==> config.mk <==
export PLATFORM = sky130hd
export DESIGN_NAME = icap_unit
export DESIGN_NICKNAME = d
export VERILOG_FILES = /design/src/rtl/icap_pkg.sv /design/src/rtl/icap_timebase.sv /design/src/rtl/icap_sync_edge.sv /design/src/rtl/icap_channel.sv /design/src/rtl/icap_bus_decode.sv /design/src/rtl/icap_unit.sv
export SDC_FILE = /design/constraint.sdc
export NUM_CORES = 1
export LEC_CHECK = 0
export CORE_ASPECT_RATIO = 1.2
export CORE_MARGIN = 2
export CORE_UTILIZATION = 59
export DETAILED_ROUTE_END_ITERATION = 10
export HOLD_SLACK_MARGIN = 0.02
export PLACE_DENSITY = 0.8
export SLEW_MARGIN = 30
export SYNTH_ARGS = -nofsm -noshare
export SYNTH_HDL_FRONTEND = slang
export SYNTH_SLANG_ARGS = --single-unit
export TNS_END_PERCENT = 30
==> constraint.sdc <==
create_clock -name clk -period 5.6 [get_ports clk]
set_input_delay 0.84 -clock clk [delete_from_list [all_inputs] [get_ports clk]]
set_output_delay 0.84 -clock clk [all_outputs]
set_load 0.02 [all_outputs]
==> src/rtl/icap_pkg.sv <==
package icap_pkg;

    typedef enum logic [1:0] {
        EDGE_OFF  = 2'b00,
        EDGE_RISE = 2'b01,
        EDGE_FALL = 2'b10,
        EDGE_ANY  = 2'b11
    } edge_mode_e;

    typedef enum logic {
        PH_COUNT,
        PH_SAMPLE
    } phase_e;

    typedef enum logic {
        CAP_ARMED,
        CAP_PENDING
    } cap_state_e;

    typedef enum logic {
        GATE_OPEN,
        GATE_SHUT
    } gate_state_e;

endpackage

==> src/rtl/icap_timebase.sv <==
module icap_timebase
    import icap_pkg::*;
#(
    parameter int CNT_W = 16
) (
    input  logic             clk,
    input  logic             rst_n,
    output logic             sample_slot,
    output logic [CNT_W-1:0] count
);

    phase_e ph_q;
    phase_e ph_d;
    logic   advance;

    always_ff @(posedge clk) begin
        if (!rst_n) ph_q <= PH_COUNT;
        else        ph_q <= ph_d;
    end

    always_comb begin
        ph_d = ph_q;
        unique case (ph_q)
            PH_COUNT:  ph_d = PH_SAMPLE;
            PH_SAMPLE: ph_d = PH_COUNT;
            default:   ph_d = PH_COUNT;
        endcase
    end

    always_comb begin
        advance     = 1'b0;
        sample_slot = 1'b0;
        unique case (ph_q)
            PH_COUNT:  advance     = 1'b1;
            PH_SAMPLE: sample_slot = 1'b1;
            default:   advance     = 1'b0;
        endcase
    end

    always_ff @(posedge clk) begin
        if (!rst_n)       count <= '0;
        else if (advance) count <= count + 1'b1;
    end

endmodule

==> src/rtl/icap_sync_edge.sv <==
module icap_sync_edge
    import icap_pkg::*;
#(
    parameter int SYNC_STAGES = 2
) (
    input  logic       clk,
    input  logic       rst_n,
    input  logic       pin,
    input  edge_mode_e mode,
    output logic       edge_hit
);

    localparam int DEPTH = SYNC_STAGES + 1;

    logic [DEPTH-1:0] chain;
    logic             level_now;
    logic             level_old;
    logic             rose;
    logic             fell;

    // During reset every stage follows the pin, so no event appears on release.
    always_ff @(posedge clk) begin
        if (!rst_n) chain <= {DEPTH{pin}};
        else        chain <= {chain[DEPTH-2:0], pin};
    end

    assign level_now = chain[SYNC_STAGES-1];
    assign level_old = chain[SYNC_STAGES];
    assign rose      = level_now & ~level_old;
    assign fell      = ~level_now & level_old;

    always_comb begin
        edge_hit = 1'b0;
        unique case (mode)
            EDGE_OFF:  edge_hit = 1'b0;
            EDGE_RISE: edge_hit = rose;
            EDGE_FALL: edge_hit = fell;
            EDGE_ANY:  edge_hit = rose | fell;
            default:   edge_hit = 1'b0;
        endcase
    end

endmodule

==> src/rtl/icap_channel.sv <==
module icap_channel
    import icap_pkg::*;
#(
    parameter int CNT_W = 16
) (
    input  logic             clk,
    input  logic             rst_n,
    input  logic             edge_hit,
    input  logic             sample_slot,
    input  logic             hi_read,
    input  logic [CNT_W-1:0] count,
    output logic             xfer,
    output logic [CNT_W-1:0] hold_q
);

    gate_state_e gate_q;
    gate_state_e gate_d;
    cap_state_e  cap_q;
    cap_state_e  cap_d;
    logic        slot_free;

    // Gate: shut for the cycle after any high-byte read.
    always_ff @(posedge clk) begin
        if (!rst_n) gate_q <= GATE_OPEN;
        else        gate_q <= gate_d;
    end

    always_comb begin
        gate_d = gate_q;
        unique case (gate_q)
            GATE_OPEN: gate_d = hi_read ? GATE_SHUT : GATE_OPEN;  // lock
            GATE_SHUT: gate_d = hi_read ? GATE_SHUT : GATE_OPEN;  // relock / unlock
            default:   gate_d = GATE_OPEN;
        endcase
    end

    assign slot_free = sample_slot && !hi_read && (gate_q == GATE_OPEN);

    // Capture FSM.
    always_ff @(posedge clk) begin
        if (!rst_n) cap_q <= CAP_ARMED;
        else        cap_q <= cap_d;
    end

    always_comb begin
        cap_d = cap_q;
        unique case (cap_q)
            CAP_ARMED:   if (edge_hit && !slot_free) cap_d = CAP_PENDING;  // defer
            CAP_PENDING: if (slot_free)              cap_d = CAP_ARMED;    // release
            default:     cap_d = CAP_ARMED;
        endcase
    end

    always_comb begin
        xfer = 1'b0;
        unique case (cap_q)
            CAP_ARMED:   xfer = edge_hit && slot_free;  // direct
            CAP_PENDING: xfer = slot_free;              // later edges ignored
            default:     xfer = 1'b0;
        endcase
    end

    // Holding register: no reset, written only by a transfer.
    always_ff @(posedge clk) begin
        if (xfer) hold_q <= count;
    end

endmodule

==> src/rtl/icap_bus_decode.sv <==
module icap_bus_decode #(
    parameter int NCH       = 3,
    parameter int CNT_W     = 16,
    parameter int DATA_W    = 8,
    parameter int ADDR_W    = 8,
    parameter int BASE_ADDR = 16
) (
    input  logic                       rd_en,
    input  logic [ADDR_W-1:0]          rd_addr,
    input  logic [NCH-1:0][CNT_W-1:0]  hold_vals,
    output logic [NCH-1:0]             hi_read,
    output logic [DATA_W-1:0]          rd_data
);

    logic [NCH-1:0] lo_hit;

    for (genvar g = 0; g < NCH; g++) begin : g_map
        localparam logic [ADDR_W-1:0] HI_ADDR = ADDR_W'(BASE_ADDR + 2 * g);
        localparam logic [ADDR_W-1:0] LO_ADDR = ADDR_W'(BASE_ADDR + 2 * g + 1);
        assign hi_read[g] = rd_en && (rd_addr == HI_ADDR);
        assign lo_hit[g]  = rd_en && (rd_addr == LO_ADDR);
    end

    always_comb begin
        rd_data = '0;
        for (int i = 0; i < NCH; i++) begin
            if (hi_read[i]) rd_data = hold_vals[i][CNT_W-1 -: DATA_W];
            if (lo_hit[i])  rd_data = hold_vals[i][DATA_W-1:0];
        end
    end

endmodule

==> src/rtl/icap_unit.sv <==
module icap_unit
    import icap_pkg::*;
#(
    parameter int NCH         = 3,
    parameter int CNT_W       = 16,
    parameter int DATA_W      = 8,
    parameter int ADDR_W      = 8,
    parameter int BASE_ADDR   = 16,
    parameter int SYNC_STAGES = 2
) (
    input  logic               clk,
    input  logic               rst_n,
    input  logic [NCH-1:0]     cap_pin,
    input  logic [2*NCH-1:0]   edge_sel,
    input  logic               rd_en,
    input  logic [ADDR_W-1:0]  rd_addr,
    output logic [DATA_W-1:0]  rd_data,
    output logic [CNT_W-1:0]   count_o
);

    logic                      sample_slot;
    logic [NCH-1:0]            hi_read;
    logic [NCH-1:0]            edge_hit;
    logic [NCH-1:0]            xfer;
    logic [NCH-1:0][CNT_W-1:0] hold_vals;

    icap_timebase #(.CNT_W(CNT_W)) u_timebase (
        .clk         (clk),
        .rst_n       (rst_n),
        .sample_slot (sample_slot),
        .count       (count_o)
    );

    for (genvar g = 0; g < NCH; g++) begin : g_chan
        icap_sync_edge #(.SYNC_STAGES(SYNC_STAGES)) u_edge (
            .clk      (clk),
            .rst_n    (rst_n),
            .pin      (cap_pin[g]),
            .mode     (edge_mode_e'(edge_sel[2*g +: 2])),
            .edge_hit (edge_hit[g])
        );

        icap_channel #(.CNT_W(CNT_W)) u_chan (
            .clk         (clk),
            .rst_n       (rst_n),
            .edge_hit    (edge_hit[g]),
            .sample_slot (sample_slot),
            .hi_read     (hi_read[g]),
            .count       (count_o),
            .xfer        (xfer[g]),
            .hold_q      (hold_vals[g])
        );
    end

    icap_bus_decode #(
        .NCH       (NCH),
        .CNT_W     (CNT_W),
        .DATA_W    (DATA_W),
        .ADDR_W    (ADDR_W),
        .BASE_ADDR (BASE_ADDR)
    ) u_decode (
        .rd_en     (rd_en),
        .rd_addr   (rd_addr),
        .hold_vals (hold_vals),
        .hi_read   (hi_read),
        .rd_data   (rd_data)
    );

endmodule

; Yosys cells after proc, flatten, opt, wreduce, memory -nomap -nowiden
; Index checks and enable logic that the tools add are counted.
[word_totals]
register_bits = 80
in_bits = 20
output_inout_bits = 24
[classes]
n_addsub = 1
n_eq_ne = 15
muxes = 29
bitwise_logic = 22
reduce_logical = 27
[op_table]
columns = op, count
row1 = $eq 8x5->1 const B, 6
row2 = $mux 8, 6
row3 = $logic_and 1x1->1, 18
row4 = $add 16x1->16 const B, 1
row5 = $pmux 1 s2, 7
row6 = $not 1->1, 13
row7 = $eq 2x2->1 const B, 6
row8 = $pmux 1 s4, 3
row9 = $mux 1, 10
row10 = $mux 3, 3
row11 = $and 1x1->1, 6
row12 = $eq 2x1->1 const B, 3
row13 = $logic_not 1->1, 6
row14 = $logic_not 2->1, 3
row15 = $or 1x1->1, 3

; Depth between registers and ports, before layout
; Gate-level depths: netlist of the first run.
[depth]
word_depth = 9
ltp_mapped = 6
depth_no_buf = 6

; Cells and area by module
; From an unflattened synthesis of the first run, not the netlist that was laid out.
[hier_totals]
cells_unflattened = 249
hier_area_um2 = 3321.9
[by_module_without_submodules]
columns = module, n_inst, cells_per_inst, area_per_inst_um2, seq_area_each_um2
row1 = icap_channel, 3, 23, 553.0, 520.5
row2 = icap_timebase, 1, 85, 780.7, 340.3
row3 = icap_bus_decode, 1, 44, 461.7, 0.0
row4 = icap_sync_edge, 3, 17, 140.1, 60.1

; Least setup slack after synthesis of the first run
; No wires, ideal clock.
[synth_path]
path_type = input -> output
start = input rd_addr[3]
end = output rd_data[0]
arrival_ns = 2.024
required_ns = 4.760
setup_slack_ns = 2.736
path_stages = 4
n_path_buf = 0
cell_sequence = or4b_4 > nor2_8 > nand3_4 > o21ai_2
[synth_via]
elab_chain_cells = 8
[synth_lines]
columns = item, line_no
row1 = start: declaration, icap_unit.sv:16  ; input logic [ADDR_W-1:0] rd_addr,
row2 = $eq 8x5->1, icap_bus_decode.sv:20  ; assign hi_read[g] = rd_en && (rd_addr == HI_ADDR);
row3 = $logic_and 1x1->1, icap_bus_decode.sv:20
row4 = $mux 8, icap_bus_decode.sv:27  ; if (hi_read[i]) rd_data = hold_vals[i][CNT_W-1 -: DATA_W];
row5 = $mux 8, icap_bus_decode.sv:28  ; if (lo_hit[i]) rd_data = hold_vals[i][DATA_W-1:0];
row6 = $mux 8, icap_bus_decode.sv:27
row7 = $mux 8, icap_bus_decode.sv:28
row8 = $mux 8, icap_bus_decode.sv:27
row9 = $mux 8 (*), icap_bus_decode.sv:28
row10 = end: declaration, icap_unit.sv:17  ; output logic [DATA_W-1:0] rd_data,
; Mark *: on every way between the ends. The rest lies on a longest branch, timed or not.

; Worst setup path in the final report of the first run
[layout_path]
start = input rd_addr[0]
end = output rd_data[0]
; The elaborated chain is that of the path after synthesis.

==> parameters.txt, run 1 <==
Parameter                              Value

Run status
  Result of the run ... completed

STA
  Count of pins over their slew limit ... 0
  Clock Skew ... 0.00522 ns
  RSZ-0062 raised after global routing ... no
  Final sum of negative setup slack ... 0 ns
  Setup-violating endpoint count in the final report ... 0
  Max_slew headroom ... 39.7%
  Worst slew pin tran ... 0.900 ns
  Final number of hold-violating endpoints ... 0
  Clock period minus worst slack ... 4.03 ns
  Achievable clock frequency ... 0.248 GHz
  Period utilization ... 71.9%

Worst setup path
  Worst-path cell chain ... clkdlybuf4s50_1 -> nand2b_1 -> o32a_1 -> o211ai_1 -> o21ai_2 -> clkdlybuf4s50_1
  Crit-path most repeated cell ... sky130_fd_sc_hd__clkdlybuf4s50_1
  Register-to-register setup slack ... 3.44 ns
  Buffers and inverters on the worst path ... 2
  CP max stage cell ... sky130_fd_sc_hd__clkdlybuf4s50_1
  Critical setup path kind ... in2out
  Data arrival, critical path ... 3.19 ns
  Biggest cell delay along the critical path ... 0.84 ns
  Startpoint class of the critical path ... input pin
  Highest fanout seen on the critical path ... 12
  Data required time at the worst endpoint ... 4.76 ns
  Element type at the critical path end ... output port
  Top cell family by delay on the critical path ... buffers and inverters

Final layout
  Area added between synthesis and finish ... 19.7%
  Number of nets in the finished design ... 355
  Antenna Cells ... 0
  Utilization after layout ... 73.6%
  Proportion of layout cells with a drive suffix above 1 ... 12.6%

GRT
  Global-route wire length before repair ... 10,500 um
  Largest net degree at the start of global routing ... 34
  GRT overflow ... 0
  Initial antenna violation count ... 0
  Global-route total usage across every layer ... 22.1%
  Number of global-route vias before repair ... 2,227

Drt
  Met2 wire length ... 3180 um
  Detailed route wirelength on metal3 ... 293 um
  Post-route DRC violation count ... 0
  Top layer in use ... met4
  Via/cell ratio ... 5.43
  Starting DRC count in detailed routing ... 135
  Count of nets left with antenna violations after detail routing ... 0
  Total routed wirelength ... 6430 um
  1st-pass router iterations ... 4
  Met1 routed wirelength after detailed routing ... 2850 um
  Via Count ... 2,244
  Drt wl/cell ... 15.6 um

Clock network
  Clock tree from TritonCTS ... done
  Clock buffer count from CTS ... 9
  Clock latency at the later pin of the worst-skew pair ... 0.35 ns
  Maximum count of clock buffers along a single path ... 2
  # resized after CTS ... 0
  CTS clk-pin slew, worst paths ... 0.07 ns
  Clock Sink Count ... 80
  Clock root buffer master ... sky130_fd_sc_hd__clkbuf_8
  Cts hold-fix bufs ... 0
  Htree depth ... 3
  Post-CTS repair timing setup buffer count ... 0

Synth
  Cell type with the highest aggregate area in the netlist ... sky130_fd_sc_hd__edfxtp_1
  Mean cell area of the mapped netlist ... 12.3 um2
  Sequential share of the synthesized area ... 59.7%
  Main area contributors after synthesis ... sky130_fd_sc_hd__edfxtp_1 41%, sky130_fd_sc_hd__dfxtp_1 18%, sky130_fd_sc_hd__nand2b_1 3.0%, sky130_fd_sc_hd__mux2i_1 2.9%, sky130_fd_sc_hd__ha_1 2.5%
  Cells after synthesis ... 283
  Post-synthesis instance area ... 3490 um2
  Most common cell in the synthesized netlist ... sky130_fd_sc_hd__edfxtp_1
  Yosys reg bits ... 80
  Prevailing post-synth register cell ... sky130_fd_sc_hd__edfxtp_1
  Synth unique cells ... 44
  Portion of synthesized cell area occupied by the leading cell type ... 41.3%
  Number of nets in the synthesized netlist ... 310
  Number of synthesized flops with an enable pin ... 48
  Fraction of registers with async set/reset ... 0%
  Ys Warns ... 0
  Leading post-synthesis cells by instance count ... 48 x sky130_fd_sc_hd__edfxtp_1, 32 x sky130_fd_sc_hd__dfxtp_1, 18 x sky130_fd_sc_hd__nand2_1

Placed design
  Buffers on Ports ... 43
  Post-DP HPWL ... 4460 um
  Gp weighted congestion ... 0.760

Power
  Maximum vdd ir drop ... 198 uV
  Leak Pwr ... 1.61 nW
  Overall power ... 1.16 mW
  Power density over the cells ... 278 nW/um2

Min path
  Kind of path behind the tightest hold check ... reg2reg

Die
  Ports placed on the boundary ... 44
  Standard-cell row count ... 30
  Core Box Area ... 5670 um2
  Width of the die ... 74.2 um
  Overall die height ... 88.2 um
  Full die area ... 6540 um2
  Initial cell density of the core ... 61.5%

Run
  Max-cap violation count ... 0
[worst reg2reg max path, stage by stage, from the launching register on]
cell and delay (ns):
sky130_fd_sc_hd__dfxtp_1 0.36, sky130_fd_sc_hd__inv_1 0.05, sky130_fd_sc_hd__ha_1 0.27, sky130_fd_sc_hd__nand2b_1 0.14, sky130_fd_sc_hd__a31oi_1 0.16, sky130_fd_sc_hd__nor2_1 0.09, sky130_fd_sc_hd__nor2b_2 0.71
[logic make-up (layout without fill, tap and decap cells)]
family	after synthesis	in the layout	synth area share, %
and+or+nand+nor	102	102	19.4
DFF	80	80	59.7
AOI/OAI and AO/OA	43	43	9.11
buffers and inverters	29	79	3.34
xor gates and xnor gates	12	12	3.01
muxes	10	10	2.87
adders and majority gates	7	7	2.51
[layout by cell type, fill, tap and decap left out, drive strengths merged, types with 2 or more instances in the layout]
cell type,instances
edfxtp,48
clkdlybuf4s50,42
dfxtp,32
nand2,18
inv,17
nand2b,17
nor2,15
and2,12
a21oi,11
mux2i,10
o21ai,10
clkbuf,9
o32a,8
o211ai,8
xor2,7
ha,7
nor3,7
nor4,6
xnor2,5
clkinv,5
nand3,5
nor2b,5
buf,4
nor3b,3
nand4,3
a31oi,2
a211oi,2
or3,2
a21boi,2
[layout make-up]
class                           instances  area (um2)
Sequential cell                        80        2080
Fill cell                             400        1490
Multi-Input combinational cell        174        1290
Timing Repair Buffer                   46         448
Clock buffer                            9         124
Tap cell                               80         100
Inverter                               17        63.8
Clock inverter                          7        62.6
[flip-flops by register name (all words and copies together), names as in the netlist]
name                  flops
g_chan.u_chan.gate_q      3
u_timebase.ph_q           1
g_chan.u_chan.cap_q       3
u_timebase.count         16
g_chan.u_edge.chain       9
g_chan.u_chan.hold_q     48
[path summary, 6_finish.rpt]
kind,cells past startpoint,end,from
max,6,rd_data[0],rd_addr[0]
min,2,g_chan[2].u_edge.chain[1],g_chan[2].u_edge.chain[0]
max reg2reg,6,g_chan[0].u_chan.hold_q[4],g_chan[0].u_edge.chain[1]
min reg2reg,2,g_chan[2].u_edge.chain[1],g_chan[2].u_edge.chain[0]
[per-stage QoR]
stage | cells | setup WS (ns) | hold slack (ns) | cell area (um2)
after global placement | 397 | 1.64 | 0.403 | 3990
final | 413 | 1.57 | 0.426 | 4170
after floorplan | 283 | 2.74 | 0.399 | 3490
after CTS | 413 | 1.59 | 0.429 | 4180
after detailed placement | 397 | 1.60 | 0.409 | 3990
after global routing | 413 | 1.44 | 0.473 | 4170
[power by group]
group / internal (mW) / leakage, nW / switching [mW]
clock: 0.202 / 0.0985 / 0.196
sequential: 0.649 / 0.729 / 0.0138
combinational: 0.0438 / 0.784 / 0.0538
[layer usage]
metal / vias up / global-route usage, %
met4: 0 / 11.2
met2: 50 / 35.8
li1: 1107 / -
met5: - / 0
met1: 1078 / 27.9
met3: 9 / 4.90
No activity file was read; power rests on OpenSTA's default activity.
==> run 2: changes to the inputs <==
Settings changed: CORE_UTILIZATION 59 to 50, PLACE_DENSITY 0.8 to 0.72.
Clock period 5.6 ns to 3.7 ns, I/O delays scaled along.
==> parameters.txt, run 2 (synthesis results as in run 1) <==
Parameter                              Value

GRT
  Number of global-route vias before repair ... 2,194 (was 2,227)
  GRT overflow ... 0 (unchanged)
  Initial antenna violation count ... 0 (unchanged)
  Largest net degree at the start of global routing ... 34 (unchanged)
  Global-route total usage across every layer ... 19.0% (was 22.1%)
  Global-route wire length before repair ... 10,700 um (was 10,500 um)

Worst setup path
  Startpoint class of the critical path ... input pin (unchanged)
  Highest fanout seen on the critical path ... 9 (was 12)
  Critical setup path kind ... in2out (unchanged)
  Data required time at the worst endpoint ... 3.14 ns (was 4.76 ns)
  Element type at the critical path end ... output port (unchanged)
  Register-to-register setup slack ... 1.87 ns (was 3.44 ns)
  Data arrival, critical path ... 2.77 ns (was 3.19 ns)

Drt
  Total routed wirelength ... 6620 um (was 6430 um)
  Drt wl/cell ... 15.6 um (about the same)
  Count of nets left with antenna violations after detail routing ... 0 (unchanged)
  Post-route DRC violation count ... 0 (unchanged)
  Starting DRC count in detailed routing ... 174 (was 135)
  1st-pass router iterations ... 4 (unchanged)
  Via Count ... 2,240 (was 2,244)
  Via/cell ratio ... 5.28 (was 5.43)

Clock network
  Clock tree from TritonCTS ... done (unchanged)
  Htree depth ... 3 (unchanged)
  Clock buffer count from CTS ... 9 (unchanged)
  Maximum count of clock buffers along a single path ... 2 (unchanged)
  # resized after CTS ... 0 (unchanged)
  Clock latency at the later pin of the worst-skew pair ... 0.34 ns (was 0.35 ns)
  Clock Sink Count ... 80 (unchanged)
  Cts hold-fix bufs ... 0 (unchanged)
  CTS clk-pin slew, worst paths ... 0.07 ns (about the same)
  Post-CTS repair timing setup buffer count ... 0 (unchanged)
  Clock root buffer master ... sky130_fd_sc_hd__clkbuf_8 (unchanged)

Die
  Initial cell density of the core ... 51.2% (was 61.5%)
  Overall die height ... 95.5 um (was 88.2 um)
  Standard-cell row count ... 33 (was 30)
  Core Box Area ... 6810 um2 (was 5670 um2)
  Full die area ... 7660 um2 (was 6540 um2)
  Ports placed on the boundary ... 44 (unchanged)
  Width of the die ... 80.2 um (was 74.2 um)

Final layout
  Leading cell types in the layout, fill and taps excluded ... 48 x sky130_fd_sc_hd__edfxtp_1, 42 x sky130_fd_sc_hd__clkdlybuf4s50_1, 32 x sky130_fd_sc_hd__dfxtp_1 (unchanged)
  Proportion of layout cells with a drive suffix above 1 ... 12.5% (was 12.6%)
  Commonest non-fill, non-tap cell in the layout ... sky130_fd_sc_hd__edfxtp_1 (unchanged)
  Post-Layout Inst Area ... 4230 um2 (was 4170 um2)
  Number of nets in the finished design ... 359 (was 355)
  Registers with the highest flip-flop counts ... g_chan.u_chan.hold_q (48), u_timebase.count (16), g_chan.u_edge.chain (9) (unchanged)
  Area added between synthesis and finish ... 21.2% (was 19.7%)
  Utilization after layout ... 62.0% (was 73.6%)
  Cell Count, Final, Fillers Out ... 424 (was 413)
  Total area of sequential cells ... 2080 um2 (unchanged)
  Largest register FFs ... 48 (unchanged)
  Area used by multi-input combinational logic ... 1290 um2 (about the same)
  Antenna Cells ... 0 (unchanged)
  Reg with most FFs ... g_chan.u_chan.hold_q (unchanged)
  Number of filler instances in the final layout ... 556 (was 400)

STA
  Max_slew headroom ... 67.6% (was 39.7%)
  Final sum of negative setup slack ... 0 ns (unchanged)
  Achievable clock frequency ... 0.300 GHz
  Clock Skew ... 0.0121 ns (was 0.00522 ns)
  Period utilization ... 90.0%
  Hold_ws ... 0.428 ns (was 0.426 ns)
  Worst slew pin tran ... 0.485 ns (was 0.900 ns)
  RSZ-0062 raised after global routing ... no (unchanged)
  Setup-violating endpoint count in the final report ... 0 (unchanged)
  Final number of hold-violating endpoints ... 0 (unchanged)
  Clock period minus worst slack ... 3.33 ns
  Count of pins over their slew limit ... 0 (unchanged)
  Final critical-path setup slack ... 0.370 ns (was 1.57 ns)

Power
  Maximum vdd ir drop ... 292 uV (was 198 uV)
  Fraction of power consumed by combinational cells ... 8.5% (was 8.4%)
  Power density over the cells ... 422 nW/um2 (was 278 nW/um2)
  Power dissipated by switching net loads ... 0.390 mW (was 0.264 mW)
  Clock share of power ... 35.3% (was 34.3%)
  Internal power component ... 1.39 mW (was 0.895 mW)
  Net Sw Frac ... 21.8% (was 22.8%)
  Register share of total power ... 56.2% (was 57.2%)
  Overall power ... 1.78 mW (was 1.16 mW)
  Leak Pwr ... 1.64 nW (was 1.61 nW)

Placed design
  Placed instance area ... 4030 um2 (was 3990 um2)
  Buffers on Ports ... 43 (unchanged)
  Cell Count Post-Placement ... 408 (was 397)
  Post-DP HPWL ... 4590 um (was 4460 um)
  Worst slack at placement ... 0.357 ns (was 1.60 ns)
  Gp weighted congestion ... 0.788 (was 0.760)

Run
  Max-cap violation count ... 0 (unchanged)

Run status
  Result of the run ... completed (unchanged)

Min path
  Kind of path behind the tightest hold check ... reg2reg (unchanged)
-- run 2: changes by cell type in the layout (fill, tap and decap cells not counted), moves of 2 or more --
cell	before	now
sky130_fd_sc_hd__clkbuf_1	0	2
sky130_fd_sc_hd__nor2b_2	2	0
sky130_fd_sc_hd__clkbuf_16	0	2
sky130_fd_sc_hd__nor2b_1	3	5
sky130_fd_sc_hd__buf_4	3	7
sky130_fd_sc_hd__clkinv_2	5	2
-- run 2: layout make-up --
type                            instances  share of cell area [%]
Timing Repair Buffer                   50                    11.3
Tap cell                               87                    2.58
Inverter                               17                    1.51
Sequential cell                        80                    49.3
Multi-Input combinational cell        174                    30.5
Clock buffer                           14                    4.62
Clock inverter                          2                   0.237
-- run 2: worst max-delay path, cell delays in order --
cell and delay, ns:
sky130_fd_sc_hd__clkdlybuf4s50_1 0.40, sky130_fd_sc_hd__or4b_4 0.63, sky130_fd_sc_hd__nor2_8 0.20, sky130_fd_sc_hd__nand3_4 0.20, sky130_fd_sc_hd__o21ai_2 0.17, sky130_fd_sc_hd__clkdlybuf4s50_1 0.61
-- run 2: layer usage --
metal	global-route usage, %	wire, um	up-vias
met4	8.62	108	0
met5	0	0	-
li1	-	-	1109
met1	23.1	2850	1077
met3	3.69	218	7
met2	32.5	3440	47
-- run 2: path summary, 6_finish.rpt --
check / startpoint / to / cells after the start
worst max-delay path: rd_addr[3] / rd_data[5] / 6
worst min-delay path: g_chan[1].u_edge.chain[0] / g_chan[1].u_edge.chain[1] / 2
worst max register to register: g_chan[0].u_edge.chain[1] / g_chan[0].u_chan.hold_q[4] / 7
worst min register to register: g_chan[1].u_edge.chain[0] / g_chan[1].u_edge.chain[1] / 2
-- run 2: power groups by stage --
stage               combinational, mW  clock [mW]  sequential, mW
finish                          0.152       0.629            1.00
global route                    0.169       0.677            1.01
CTS                             0.155       0.640            1.00
detailed placement              0.155           0            1.02
global placement                0.150           0            1.02
floorplan                      0.0918           0            1.02
==> run 3: changes to the inputs <==
Settings changed: ABC_CLOCK_PERIOD_IN_PS set to 3700, RECOVER_POWER set to 25, SLEW_MARGIN 30 to not set.
==> parameters.txt, run 3 (synthesis results as in run 1) <==
Parameter                              Value

Run status
  Result of the run ... completed (unchanged)

STA
  Final sum of negative setup slack ... 0 ns (unchanged)
  RSZ-0062 raised after global routing ... no (unchanged)
  Achievable clock frequency ... 0.301 GHz (was 0.300 GHz)
  Clock period minus worst slack ... 3.32 ns (was 3.33 ns)
  Period utilization ... 89.8% (was 90.0%)
  Max_slew headroom ... 36.0% (was 67.6%)
  Clock Skew ... 0.0109 ns (was 0.0121 ns)
  Worst slew pin tran ... 0.957 ns (was 0.485 ns)
  Setup-violating endpoint count in the final report ... 0 (unchanged)
  Final number of hold-violating endpoints ... 0 (unchanged)
  Count of pins over their slew limit ... 0 (unchanged)

Clock network
  Clock tree from TritonCTS ... done (unchanged)
  Clock buffer count from CTS ... 9 (unchanged)
  Clock Sink Count ... 80 (unchanged)
  Maximum count of clock buffers along a single path ... 2 (unchanged)
  CTS clk-pin slew, worst paths ... 0.07 ns (about the same)
  Htree depth ... 3 (unchanged)
  Clock latency at the later pin of the worst-skew pair ... 0.34 ns (about the same)
  Clock root buffer master ... sky130_fd_sc_hd__clkbuf_8 (unchanged)
  Post-CTS repair timing setup buffer count ... 0 (unchanged)
  Cts hold-fix bufs ... 0 (unchanged)
  # resized after CTS ... 0 (unchanged)

Drt
  1st-pass router iterations ... 5 (was 4)
  Via Count ... 2,239 (was 2,240)
  Detailed route wirelength on metal3 ... 265 um (was 218 um)
  Met1 routed wirelength after detailed routing ... 2780 um (was 2850 um)
  Drt wl/cell ... 15.6 um (about the same)
  Count of nets left with antenna violations after detail routing ... 0 (unchanged)
  Met2 wire length ... 3450 um (was 3440 um)
  Starting DRC count in detailed routing ... 174 (unchanged)
  Total routed wirelength ... 6610 um (was 6620 um)
  Via/cell ratio ... 5.28 (about the same)
  Post-route DRC violation count ... 0 (unchanged)
  Top layer in use ... met4 (unchanged)

Placed design
  Gp weighted congestion ... 0.788 (unchanged)
  Post-DP HPWL ... 4590 um (unchanged)
  Buffers on Ports ... 43 (unchanged)

Power
  Maximum vdd ir drop ... 293 uV (was 292 uV)
  Power density over the cells ... 422 nW/um2 (about the same)
  Overall power ... 1.79 mW (was 1.78 mW)
  Leak Pwr ... 1.64 nW (about the same)

Final layout
  Number of nets in the finished design ... 359 (unchanged)
  Commonest non-fill, non-tap cell in the layout ... sky130_fd_sc_hd__edfxtp_1 (unchanged)
  Reg with most FFs ... g_chan.u_chan.hold_q (unchanged)
  Proportion of layout cells with a drive suffix above 1 ... 12.2% (was 12.5%)
  Registers with the highest flip-flop counts ... g_chan.u_chan.hold_q (48), u_timebase.count (16), g_chan.u_edge.chain (9) (unchanged)
  Largest register FFs ... 48 (unchanged)
  Antenna Cells ... 0 (unchanged)
  Area added between synthesis and finish ... 21.3% (was 21.2%)
  Leading cell types in the layout, fill and taps excluded ... 48 x sky130_fd_sc_hd__edfxtp_1, 42 x sky130_fd_sc_hd__clkdlybuf4s50_1, 32 x sky130_fd_sc_hd__dfxtp_1 (unchanged)

Worst setup path
  R2r worst-path depth ... 7 (unchanged)
  Register-to-register setup slack ... 1.88 ns (was 1.87 ns)
  R2R Path End ... g_chan[0].u_chan.hold_q[9] (was g_chan[0].u_chan.hold_q[4])
  Highest fanout seen on the critical path ... 9 (unchanged)
  Data arrival, critical path ... 2.77 ns (about the same)
  Buffers and inverters on the worst path ... 2 (unchanged)
  Startpoint class of the critical path ... input pin (unchanged)
  Worst reg2reg path startpoint ... g_chan[0].u_edge.chain[1] (unchanged)
  CP max stage cell ... sky130_fd_sc_hd__or4b_4 (unchanged)
  Biggest cell delay along the critical path ... 0.63 ns (about the same)
  Top cell family by delay on the critical path ... simple AND/OR/NAND/NOR gates (unchanged)
  Element type at the critical path end ... output port (unchanged)
  Crit-path most repeated cell ... sky130_fd_sc_hd__clkdlybuf4s50_1 (unchanged)
  Critical setup path kind ... in2out (unchanged)
  Data required time at the worst endpoint ... 3.14 ns (about the same)
  Worst-path cell chain ... clkdlybuf4s50_1 -> or4b_4 -> nor2_8 -> nand3_4 -> o21ai_2 -> clkdlybuf4s50_1 (unchanged)

Min path
  Kind of path behind the tightest hold check ... reg2reg (unchanged)
  Hold EP ... g_chan[1].u_edge.chain[1] (unchanged)
  Hold Path Stages ... 2 (unchanged)
  Worst hold path startpoint ... g_chan[1].u_edge.chain[0] (unchanged)

Die
  Overall die height ... 95.5 um (unchanged)
  Ports placed on the boundary ... 44 (unchanged)
  Standard-cell row count ... 33 (unchanged)
  Core Box Area ... 6810 um2 (unchanged)
  Initial cell density of the core ... 51.2% (unchanged)
  Full die area ... 7660 um2 (unchanged)
  Width of the die ... 80.2 um (unchanged)

GRT
  Number of global-route vias before repair ... 2,194 (unchanged)
  Initial antenna violation count ... 0 (unchanged)
  GRT overflow ... 0 (unchanged)
  Global-route total usage across every layer ... 19.0% (unchanged)
  Global-route wire length before repair ... 10,700 um (unchanged)
  Largest net degree at the start of global routing ... 34 (unchanged)

Run
  Max-cap violation count ... 0 (unchanged)
run 3: cell types whose count changed in the layout (fill, tap and decap cells not counted):
cell                            before  now
sky130_fd_sc_hd__dlygate4sd3_1       0    1
sky130_fd_sc_hd__buf_2               1    0
run 3: cell type report:
class,count,area [um2]
Multi-Input combinational cell,174,1290
Fill cell,556,2580
Timing Repair Buffer,50,483
Clock inverter,2,10.0
Inverter,17,63.8
Sequential cell,80,2080
Clock buffer,14,195
Tap cell,87,109
run 3: stage by stage:
stage / instance area, um2 / hold WS, ns / util (%) / setup WS, ns / instances
6_report: 4230 / 0.429 / 62.1 / 0.377 / 424
5_1_grt: 4230 / 0.449 / 62.1 / 0.307 / 424
4_1_cts: 4230 / 0.429 / 62.1 / 0.347 / 424
3_5_place_dp: 4030 / 0.412 / 59.1 / 0.357 / 408
3_3_place_gp: 4030 / 0.404 / 59.1 / 0.375 / 408
2_1_floorplan: 3490 / 0.399 / - / 1.13 / 283
run 3: layer usage:
layer | vias to the layer above | track usage [%]
li1 | 1110 | -
met2 | 51 | 32.5
met4 | 0 | 8.62
met5 | - | 0
met1 | 1071 | 23.1
met3 | 7 | 3.69
run 3: worst max path at each step:
stage / end / cells past startpoint / slack, ns / startpoint
3_5_place_dp: rd_data[5] / 6 / 0.36 / rd_addr[3]
5_1_grt: rd_data[5] / 6 / 0.31 / rd_addr[3]
2_1_floorplan: g_chan[2].u_chan.hold_q[0] / 4 / 1.13 / rd_en
3_3_place_gp: rd_data[4] / 6 / 0.38 / rd_addr[3]
6_report: rd_data[5] / 6 / 0.38 / rd_addr[3]
4_1_cts: rd_data[5] / 6 / 0.35 / rd_addr[3]
run 3: worst min-delay path, cell delays in order, from the launching register on:
cell and delay (ns):
sky130_fd_sc_hd__dfxtp_1 0.31, sky130_fd_sc_hd__nand2_1 0.05, sky130_fd_sc_hd__nand2_1 0.05
run 3: power breakdown:
| group | internal, mW | leakage (nW) | switching (mW) | total, mW |
|---|---|---|---|---|
| logic | 0.0699 | 0.803 | 0.0826 | 0.152 |
| registers | 0.982 | 0.730 | 0.0202 | 1.00 |
| clock network | 0.342 | 0.107 | 0.288 | 0.631 |
| total | 1.39 | 1.64 | 0.391 | 1.79 |
